===== config.mk =====
export PLATFORM = sky130hd
export DESIGN_NAME = xmul_unit
export DESIGN_NICKNAME = d
export VERILOG_FILES = /design/src/rtl/xmul_pkg.sv /design/src/rtl/xmul_ctrl.sv /design/src/rtl/xmul_datapath.sv /design/src/rtl/xmul_unit.sv
export SDC_FILE = /design/constraint.sdc
export NUM_CORES = 1
export LEC_CHECK = 0
export ABC_AREA = 1
export BUFFER_PORTS_ARGS = -buffer_cell sky130_fd_sc_hd__buf_4
export CORE_ASPECT_RATIO = 1.2
export CORE_UTILIZATION = 35
export DETAILED_ROUTE_END_ITERATION = 6
export PLACE_DENSITY = 0.65
export SLEW_MARGIN = 20
export SYNTH_ARGS = -nofsm -noshare
export SYNTH_HDL_FRONTEND = slang
export SYNTH_SLANG_ARGS = --single-unit

===== constraint.sdc =====
create_clock -name clk -period 2.8 [get_ports clk]
set_clock_uncertainty 0.15 [all_clocks]
set_input_delay 0.56 -clock clk [delete_from_list [all_inputs] [get_ports clk]]
set_output_delay 0.56 -clock clk [all_outputs]
set_load 0.01 [all_outputs]

===== src/rtl/xmul_pkg.sv =====
package xmul_pkg;
    typedef enum logic [1:0] {
        ST_IDLE   = 2'd0,
        ST_SETUP  = 2'd1,
        ST_STEP   = 2'd2,
        ST_FINISH = 2'd3
    } xmul_state_e;
endpackage


===== src/rtl/xmul_ctrl.sv =====
module xmul_ctrl
    import xmul_pkg::*;
#(
    parameter int DATA_W       = 8,
    parameter int TOTAL_CYCLES = 11
) (
    input  logic clk,
    input  logic rst_n,
    input  logic start,
    output logic capture,
    output logic step_en,
    output logic finish,
    output logic busy
);
    localparam int PAD_CYCLES = TOTAL_CYCLES - DATA_W - 2;
    localparam int CNT_MAX    = (DATA_W > PAD_CYCLES) ? DATA_W : PAD_CYCLES;
    localparam int CNT_W      = $clog2(CNT_MAX + 1);

    xmul_state_e state, state_nx;
    logic [CNT_W-1:0] cnt, cnt_nx;

    // state register
    always_ff @(posedge clk or negedge rst_n) begin
        if (!rst_n) begin
            state <= ST_IDLE;
            cnt   <= '0;
        end else begin
            state <= state_nx;
            cnt   <= cnt_nx;
        end
    end

    // next state
    always_comb begin
        state_nx = state;
        cnt_nx   = cnt;
        unique case (state)
            ST_IDLE: begin
                cnt_nx = '0;
                if (start) state_nx = ST_SETUP;
            end
            ST_SETUP: begin
                if (cnt == CNT_W'(PAD_CYCLES - 1)) begin
                    state_nx = ST_STEP;
                    cnt_nx   = '0;
                end else begin
                    cnt_nx = cnt + 1'b1;
                end
            end
            ST_STEP: begin
                if (cnt == CNT_W'(DATA_W - 1)) begin
                    state_nx = ST_FINISH;
                    cnt_nx   = '0;
                end else begin
                    cnt_nx = cnt + 1'b1;
                end
            end
            ST_FINISH: state_nx = ST_IDLE;
            default:   state_nx = ST_IDLE;
        endcase
    end

    // outputs
    always_comb begin
        capture = 1'b0;
        step_en = 1'b0;
        finish  = 1'b0;
        busy    = 1'b1;
        unique case (state)
            ST_IDLE: begin
                busy    = 1'b0;
                capture = start;
            end
            ST_SETUP:  ;
            ST_STEP:   step_en = 1'b1;
            ST_FINISH: finish  = 1'b1;
            default:   busy    = 1'b0;
        endcase
    end

    initial begin
        if (PAD_CYCLES < 1) $error("TOTAL_CYCLES too small for DATA_W");
    end


    accept_busy_chk: assert property (@(posedge clk) disable iff (!rst_n)
        (start && !busy) |=> busy);


    no_restart_chk: assert property (@(posedge clk) disable iff (!rst_n)
        ((state == ST_STEP || state == ST_FINISH) && start) |=> (state != ST_SETUP));
endmodule


===== src/rtl/xmul_datapath.sv =====
module xmul_datapath #(
    parameter int DATA_W = 8
) (
    input  logic              clk,
    input  logic              rst_n,
    input  logic              capture,
    input  logic              step_en,
    input  logic              finish,
    input  logic [DATA_W-1:0] mcand_in,
    input  logic [DATA_W-1:0] mplier_in,
    output logic [2*DATA_W-1:0] product
);
    localparam int PROD_W = 2 * DATA_W;

    logic [DATA_W-1:0] mcand_q;
    logic [PROD_W-1:0] prod_q;
    logic [DATA_W:0]   partial;

    // one partial product per step: conditional add into the upper half
    always_comb begin
        partial = {1'b0, prod_q[PROD_W-1:DATA_W]}
                + (prod_q[0] ? {1'b0, mcand_q} : '0);
    end

    always_ff @(posedge clk or negedge rst_n) begin
        if (!rst_n) begin
            mcand_q <= '0;
            prod_q  <= '0;
        end else if (capture) begin
            mcand_q <= mcand_in;
            prod_q  <= {{DATA_W{1'b0}}, mplier_in};
        end else if (step_en) begin
            prod_q  <= {partial, prod_q[DATA_W-1:1]};
        end
    end

    assign product = prod_q;

    // shadow copies for checking only
    logic [DATA_W-1:0] chk_a, chk_x;
    always_ff @(posedge clk or negedge rst_n) begin
        if (!rst_n) begin
            chk_a <= '0;
            chk_x <= '0;
        end else if (capture) begin
            chk_a <= mplier_in;
            chk_x <= mcand_in;
        end
    end


    product_value_chk: assert property (@(posedge clk) disable iff (!rst_n)
        finish |-> (prod_q == PROD_W'(chk_a) * PROD_W'(chk_x)));
endmodule


===== src/rtl/xmul_unit.sv =====
module xmul_unit #(
    parameter int DATA_W       = 8,
    parameter int TOTAL_CYCLES = 11
) (
    input  logic              clk,
    input  logic              rst_n,
    input  logic              start,
    input  logic [DATA_W-1:0] acc_in,
    input  logic [DATA_W-1:0] idx_in,
    input  logic              cc_half_in,
    input  logic              cc_mask_in,
    input  logic              cc_neg_in,
    input  logic              cc_zero_in,
    input  logic              cc_carry_in,
    output logic [DATA_W-1:0] acc_out,
    output logic [DATA_W-1:0] idx_out,
    output logic              acc_we,
    output logic              idx_we,
    output logic              cc_half_out,
    output logic              cc_mask_out,
    output logic              cc_neg_out,
    output logic              cc_zero_out,
    output logic              cc_carry_out,
    output logic              cc_we,
    output logic              busy,
    output logic              done
);
    localparam int PROD_W = 2 * DATA_W;
    localparam int LAT_W  = $clog2(TOTAL_CYCLES + 1) + 1;

    logic capture, step_en, finish;
    logic [PROD_W-1:0] product;

    xmul_ctrl #(.DATA_W(DATA_W), .TOTAL_CYCLES(TOTAL_CYCLES)) u_ctrl (
        .clk     (clk),
        .rst_n   (rst_n),
        .start   (start),
        .capture (capture),
        .step_en (step_en),
        .finish  (finish),
        .busy    (busy)
    );

    xmul_datapath #(.DATA_W(DATA_W)) u_dp (
        .clk       (clk),
        .rst_n     (rst_n),
        .capture   (capture),
        .step_en   (step_en),
        .finish    (finish),
        .mcand_in  (idx_in),
        .mplier_in (acc_in),
        .product   (product)
    );

    always_comb begin
        done         = finish;
        acc_we       = finish;
        idx_we       = finish;
        cc_we        = finish;
        acc_out      = finish ? product[DATA_W-1:0]      : '0;
        idx_out      = finish ? product[PROD_W-1:DATA_W] : '0;
        cc_half_out  = 1'b0;
        cc_carry_out = 1'b0;
        cc_mask_out  = finish & cc_mask_in;
        cc_neg_out   = finish & cc_neg_in;
        cc_zero_out  = finish & cc_zero_in;
    end

    // independent latency counter for checking
    logic [LAT_W-1:0] lat_cnt;
    always_ff @(posedge clk or negedge rst_n) begin
        if (!rst_n)              lat_cnt <= '0;
        else if (start && !busy) lat_cnt <= LAT_W'(1);
        else if (busy)           lat_cnt <= lat_cnt + 1'b1;
    end


    done_latency_chk: assert property (@(posedge clk) disable iff (!rst_n)
        done |-> (lat_cnt == LAT_W'(TOTAL_CYCLES - 1)));


    done_single_chk: assert property (@(posedge clk) disable iff (!rst_n)
        done |=> !done);


    write_gate_chk: assert property (@(posedge clk) disable iff (!rst_n)
        (acc_we || idx_we) |-> busy);


    flag_clear_chk: assert property (@(posedge clk) disable iff (!rst_n)
        cc_we |-> (!cc_half_out && !cc_carry_out));
endmodule


# Word-level counts from Yosys, hierarchy flattened

Index checks and enable logic that the tools add are counted.

Flip-flop bits (word level): 30
Output and inout bits: 26
Word-level logic and storage cells: 37

$add $sub $neg: 2
Equal/unequal tests: 7
Multiplexer cells: 16
Bitwise logic cells: 3
Reduce and logical (&&, ||, !) cells: 5

Operator list:

| kind                | number |
|---|---|
| $mux 16             | 2 |
| $mux 8              | 3 |
| $pmux 4 s3          | 1 |
| $add 8x9->9         | 1 |
| $mux 4              | 2 |
| $pmux 2 s4          | 1 |
| $mux 2              | 3 |
| $add 4x1->4 const B | 1 |
| $eq 2x2->1 const B  | 2 |
| $eq 4x3->1 const B  | 1 |
| $logic_not 4->1     | 1 |
| $mux 1              | 4 |
| $ne 2x1->1 const B  | 2 |
| $and 1x1->1         | 3 |
| $reduce_and 3->1    | 1 |
| $reduce_bool 3->1   | 1 |
| $eq 2x1->1 const B  | 1 |
| $logic_not 2->1     | 1 |
| $ne 2x2->1 const B  | 1 |
| $reduce_bool 2->1   | 1 |

# Longest topological paths before layout

Depth in word-level cells: 4
Mapped depth: 13

# Modules after synthesis

From an unflattened synthesis, not the netlist that was laid out.

Cells, all modules: 277
Area, all modules: 2042.0 sq um

By module, submodules not included:

| module        | times used | cells an instance | area an instance (sq um) | seq. area each (sq um) |
|---|---|---|---|---|
| xmul_datapath | 1          | 179               | 1396.3                   | 600.6 |
| xmul_ctrl     | 1          | 52                | 427.9                    | 150.1 |
| xmul_unit     | 1          | 46                | 217.7                    | 0.0 |

# Worst setup path after synthesis

OpenSTA, ideal clock, no wires.

Path kind: reg2reg
Start point: register u_dp.prod_q[0] (netlist: u_dp.product[0])
End point: register u_dp.prod_q[9] (netlist: u_dp.product[9])
Setup time: 0.122 ns
Data arrival time: 1.702 ns
Slack: 0.826 ns
Stages on the path, launching flop included: 8
Buffers on the path: 1
Period minus slack after synthesis: 1.974 ns
Cells stage by stage: dfrtp_1 -> clkbuf_1 -> nand2_1 -> inv_1 -> ha_1 -> fa_1 -> or2_2 -> a32o_1

Longest elaborated chain between the ends: 4

Ends and longest elaborated chain:

| item                     | line                | RTL |
|---|---|---|
| start: declaration       | xmul_datapath.sv:16 | `logic [PROD_W-1:0] prod_q;` |
| start signal: assignment | xmul_datapath.sv:31 | `prod_q <= {{DATA_W{1'b0}}, mplier_in};` |
| start signal: assignment | xmul_datapath.sv:33 | `prod_q <= {partial, prod_q[DATA_W-1:1]};` |
| $mux 8                   | xmul_datapath.sv:22 | `+ (prod_q[0] ? {1'b0, mcand_q} : '0);` |
| $add 8x9->9              | xmul_datapath.sv:22 |  |
| $mux 16                  | xmul_datapath.sv:32 | `end else if (step_en) begin` |
| $mux 16                  | xmul_datapath.sv:29 | `end else if (capture) begin` |

Every way passes these cells. The select of a mux whose other input is x is not followed.
A chain may end at the register's enable or synchronous reset.

# Final worst setup path

Start point: register u_dp.prod_q[0] (netlist: u_dp.product[0])
End point: register u_dp.prod_q[15] (netlist: u_dp.product[15])

Same word-level chain as after synthesis.

==> impl_metrics.env <==
export IMPL_status="finished, final reports clean"
export IMPL_antenna_cells=0
export IMPL_hold_viol=0
export IMPL_drt_iter0_markers=59
export IMPL_drc_errors=0
export IMPL_stdcell_count=384
export IMPL_post_place_ws_ns=0.717
export IMPL_ys_seq_elements=30
export IMPL_maxCapViolations=0
export IMPL_postRouteAntennaNets=0
export IMPL_crit_arrival_ns=2.09
export IMPL_die_x_um=70.9
export IMPL_tns_ns=0
export IMPL_drive_gt1_share_pct=20.5
export IMPL_grt_pass1_wl_um=7460
export IMPL_fmax_ghz=0.480
export IMPL_clk_insertion_delay_late_ns=0.28
export IMPL_crit_required_ns=2.81
export IMPL_start_util_pct=37.1
export IMPL_detail_route_vias_per_cell=4.63
export IMPL_vias=1779
export IMPL_die_area_um2=6000
export IMPL_ir_drop_mv=0.468
export IMPL_die_height_um=84.7
export IMPL_core_area_um2=5370
export IMPL_syn_area_um2=1990
export IMPL_layout_setup_ws_ns=0.717
export IMPL_period_needed_ns=2.08
export IMPL_antenna_found_initial=0
export IMPL_wl_um=4250
export IMPL_synthCells=278
export IMPL_first_pass_iters=6
export IMPL_leakage_uw=0.00154
export IMPL_finalSetupViolations=0
export IMPL_ff2ff_path_depth=12
export IMPL_place_inst=376
export IMPL_p_total_uw=2350
export IMPL_grt_max_degree=31
export IMPL_critical_path_class="reg2reg"
export IMPL_ctsHtreeMaxLevel=2
export IMPL_yosysSeqAreaShare_pct=37.7
export IMPL_synthToLayoutAreaGrowth_pct=23.0
export IMPL_syn_avg_cell_area_um2=7.17
export IMPL_cts_clk_slew_worst_paths_ns=0.07
export IMPL_cts_buffers=5
export IMPL_cts_setup_buffers=0
export IMPL_clockRootBuffer="clkbuf_8"
export IMPL_avgRoutedWirePerCell_um=11.1
export IMPL_hold_buffers=0
export IMPL_timing_final_crit_share_pct=74.4
export IMPL_crit_fanout=10
export IMPL_power_density_nw_per_um2=957
export IMPL_cts_sinks=30
export IMPL_fin_nets=362
export IMPL_cts_repair_resized=0
export IMPL_gp_congestion=0.746
export IMPL_critPathLaunchType="flop"
export IMPL_grt_pass1_vias=1746
export IMPL_grt_setup_unrepaired="no"
export IMPL_critPathCaptureType="flop"
export IMPL_dpl_hpwl_um=3160
export IMPL_final_max_slew_viol_count=0
export IMPL_clk_path_buf_depth=2
export IMPL_io_buffer_count=45
export IMPL_ios=50
export IMPL_ys_warn_count=0
export IMPL_grt_ovfl_total=0
export IMPL_cts_tree="yes"
export IMPL_synthDistinctLibCells=27
export IMPL_row_count=29
export IMPL_grtUsageTotal_pct=15.5
export IMPL_hp_class="in2async"
-- where the power goes --
part           internal (uW)  switching [uW]
Clock                    248             159
Combinational            484             713
Sequential               605             139
-- cell usage after synthesis --
| cell type | number | share of area, % |
|---|---|---|
| buf_4 | 8 | 3.0 |
| o21ai_1 | 1 | 0.25 |
| inv_1 | 46 | 8.7 |
| nand3b_1 | 3 | 1.1 |
| o22ai_1 | 1 | 0.31 |
| nor2_4 | 1 | 0.56 |
| buf_6 | 1 | 0.56 |
| o21ai_0 | 5 | 1.3 |
| clkbuf_1 | 1 | 0.19 |
| nor2_1 | 10 | 1.9 |
| a32o_1 | 1 | 0.50 |
| nand2_1 | 110 | 21 |
| dfrtp_1 | 30 | 38 |
| ha_1 | 16 | 10 |
| inv_2 | 3 | 0.56 |
| or2_2 | 1 | 0.31 |
| fa_1 | 1 | 1.0 |
| or2_4 | 1 | 0.44 |
| buf_2 | 2 | 0.50 |
| a31oi_1 | 3 | 0.94 |
| a22o_1 | 1 | 0.44 |
| nand2_2 | 4 | 1.3 |
| nand3_1 | 14 | 3.5 |
| conb_1 | 1 | 0.19 |
| nand2_4 | 1 | 0.56 |
| o211ai_1 | 4 | 1.5 |
| a21oi_1 | 8 | 2.0 |
-- placed cells by master, fill, tap and decap left out, types with 5 or more instances in the layout --
cell / count
nand2_1: 110
buf_4: 47
inv_1: 46
dfrtp_1: 30
ha_1: 16
nand3_1: 14
nor2_1: 10
a21oi_1: 8
clkbuf_8: 8
o21ai_0: 5
-- sequential cells by signal (all words and copies together) (netlist names) --
register and count:
u_dp.product 16, u_ctrl.cnt 4, u_dp.mcand_q 8, u_ctrl.state 2
-- layer usage --
| metal | track usage, % | wire length, um | vias to the layer above | share of wire [%] |
|---|---|---|---|---|
| met4 | 4.36 | 34 | 0 | 0.80 |
| met2 | 27.4 | 2030 | 41 | 48 |
| met3 | 3.48 | 181 | 5 | 4.3 |
| met1 | 18.8 | 2000 | 808 | 47 |
| met5 | 0 | 0 | - | 0 |
| li1 | - | - | 925 | - |
-- worst paths after layout --
check,slack [ns],end,from
max,0.72,u_dp.product[15]$_DFFE_PN0P_,u_dp.product[0]$_DFFE_PN0P_
min,0.05,u_dp.product[8]$_DFFE_PN0P_,rst_n
max reg2reg,0.72,u_dp.product[15]$_DFFE_PN0P_,u_dp.product[0]$_DFFE_PN0P_
min reg2reg,0.33,u_dp.mcand_q[0]$_DFFE_PN0P_,u_dp.mcand_q[0]$_DFFE_PN0P_
max in group asynchronous,2.15,u_ctrl.state[0]$_DFFE_PN0P_,rst_n
min in group clk,0.32,u_dp.mcand_q[4]$_DFFE_PN0P_,idx_in[4]
-- worst max-delay path, cell delays in order (launching register included) --
cell     delay, ns
dfrtp_1       0.51
nand2_1       0.10
inv_1         0.04
ha_1          0.20
fa_1          0.38
nand2_1       0.10
nand2_1       0.09
nand3_1       0.10
nand2_1       0.08
nand2_1       0.06
nand2_1       0.04
nand2_1       0.05
nand2_1       0.06
-- through the flow --
step	util [%]	hold slack, ns	instance area [um2]
6_report	45.7	0.0549	2450
3_5_place_dp	43.6	0.317	2340
5_1_grt	45.7	0.0752	2450
2_1_floorplan	-	0.114	2000
4_1_cts	45.7	0.0607	2450
3_3_place_gp	43.6	0.312	2340
-- cells by family after synthesis --
family | after synthesis | share of synthesized area [%]
compound gates | 24 | 7.22
fa+ha+maj | 17 | 11.0
buf+inv | 61 | 13.5
flops | 30 | 37.7
other cells | 1 | 0.188
simple gates | 145 | 30.4
-- final cells by class --
type                       count  area (um2)
timing repair buffer          47         353
multi-input combinational    188         977
clock buffer                   8         110
sequential                    30         751
tap                           62        77.6
inverter                      49         184
fill                         550        2920
Note: power is estimated with default switching activity, not from simulation.
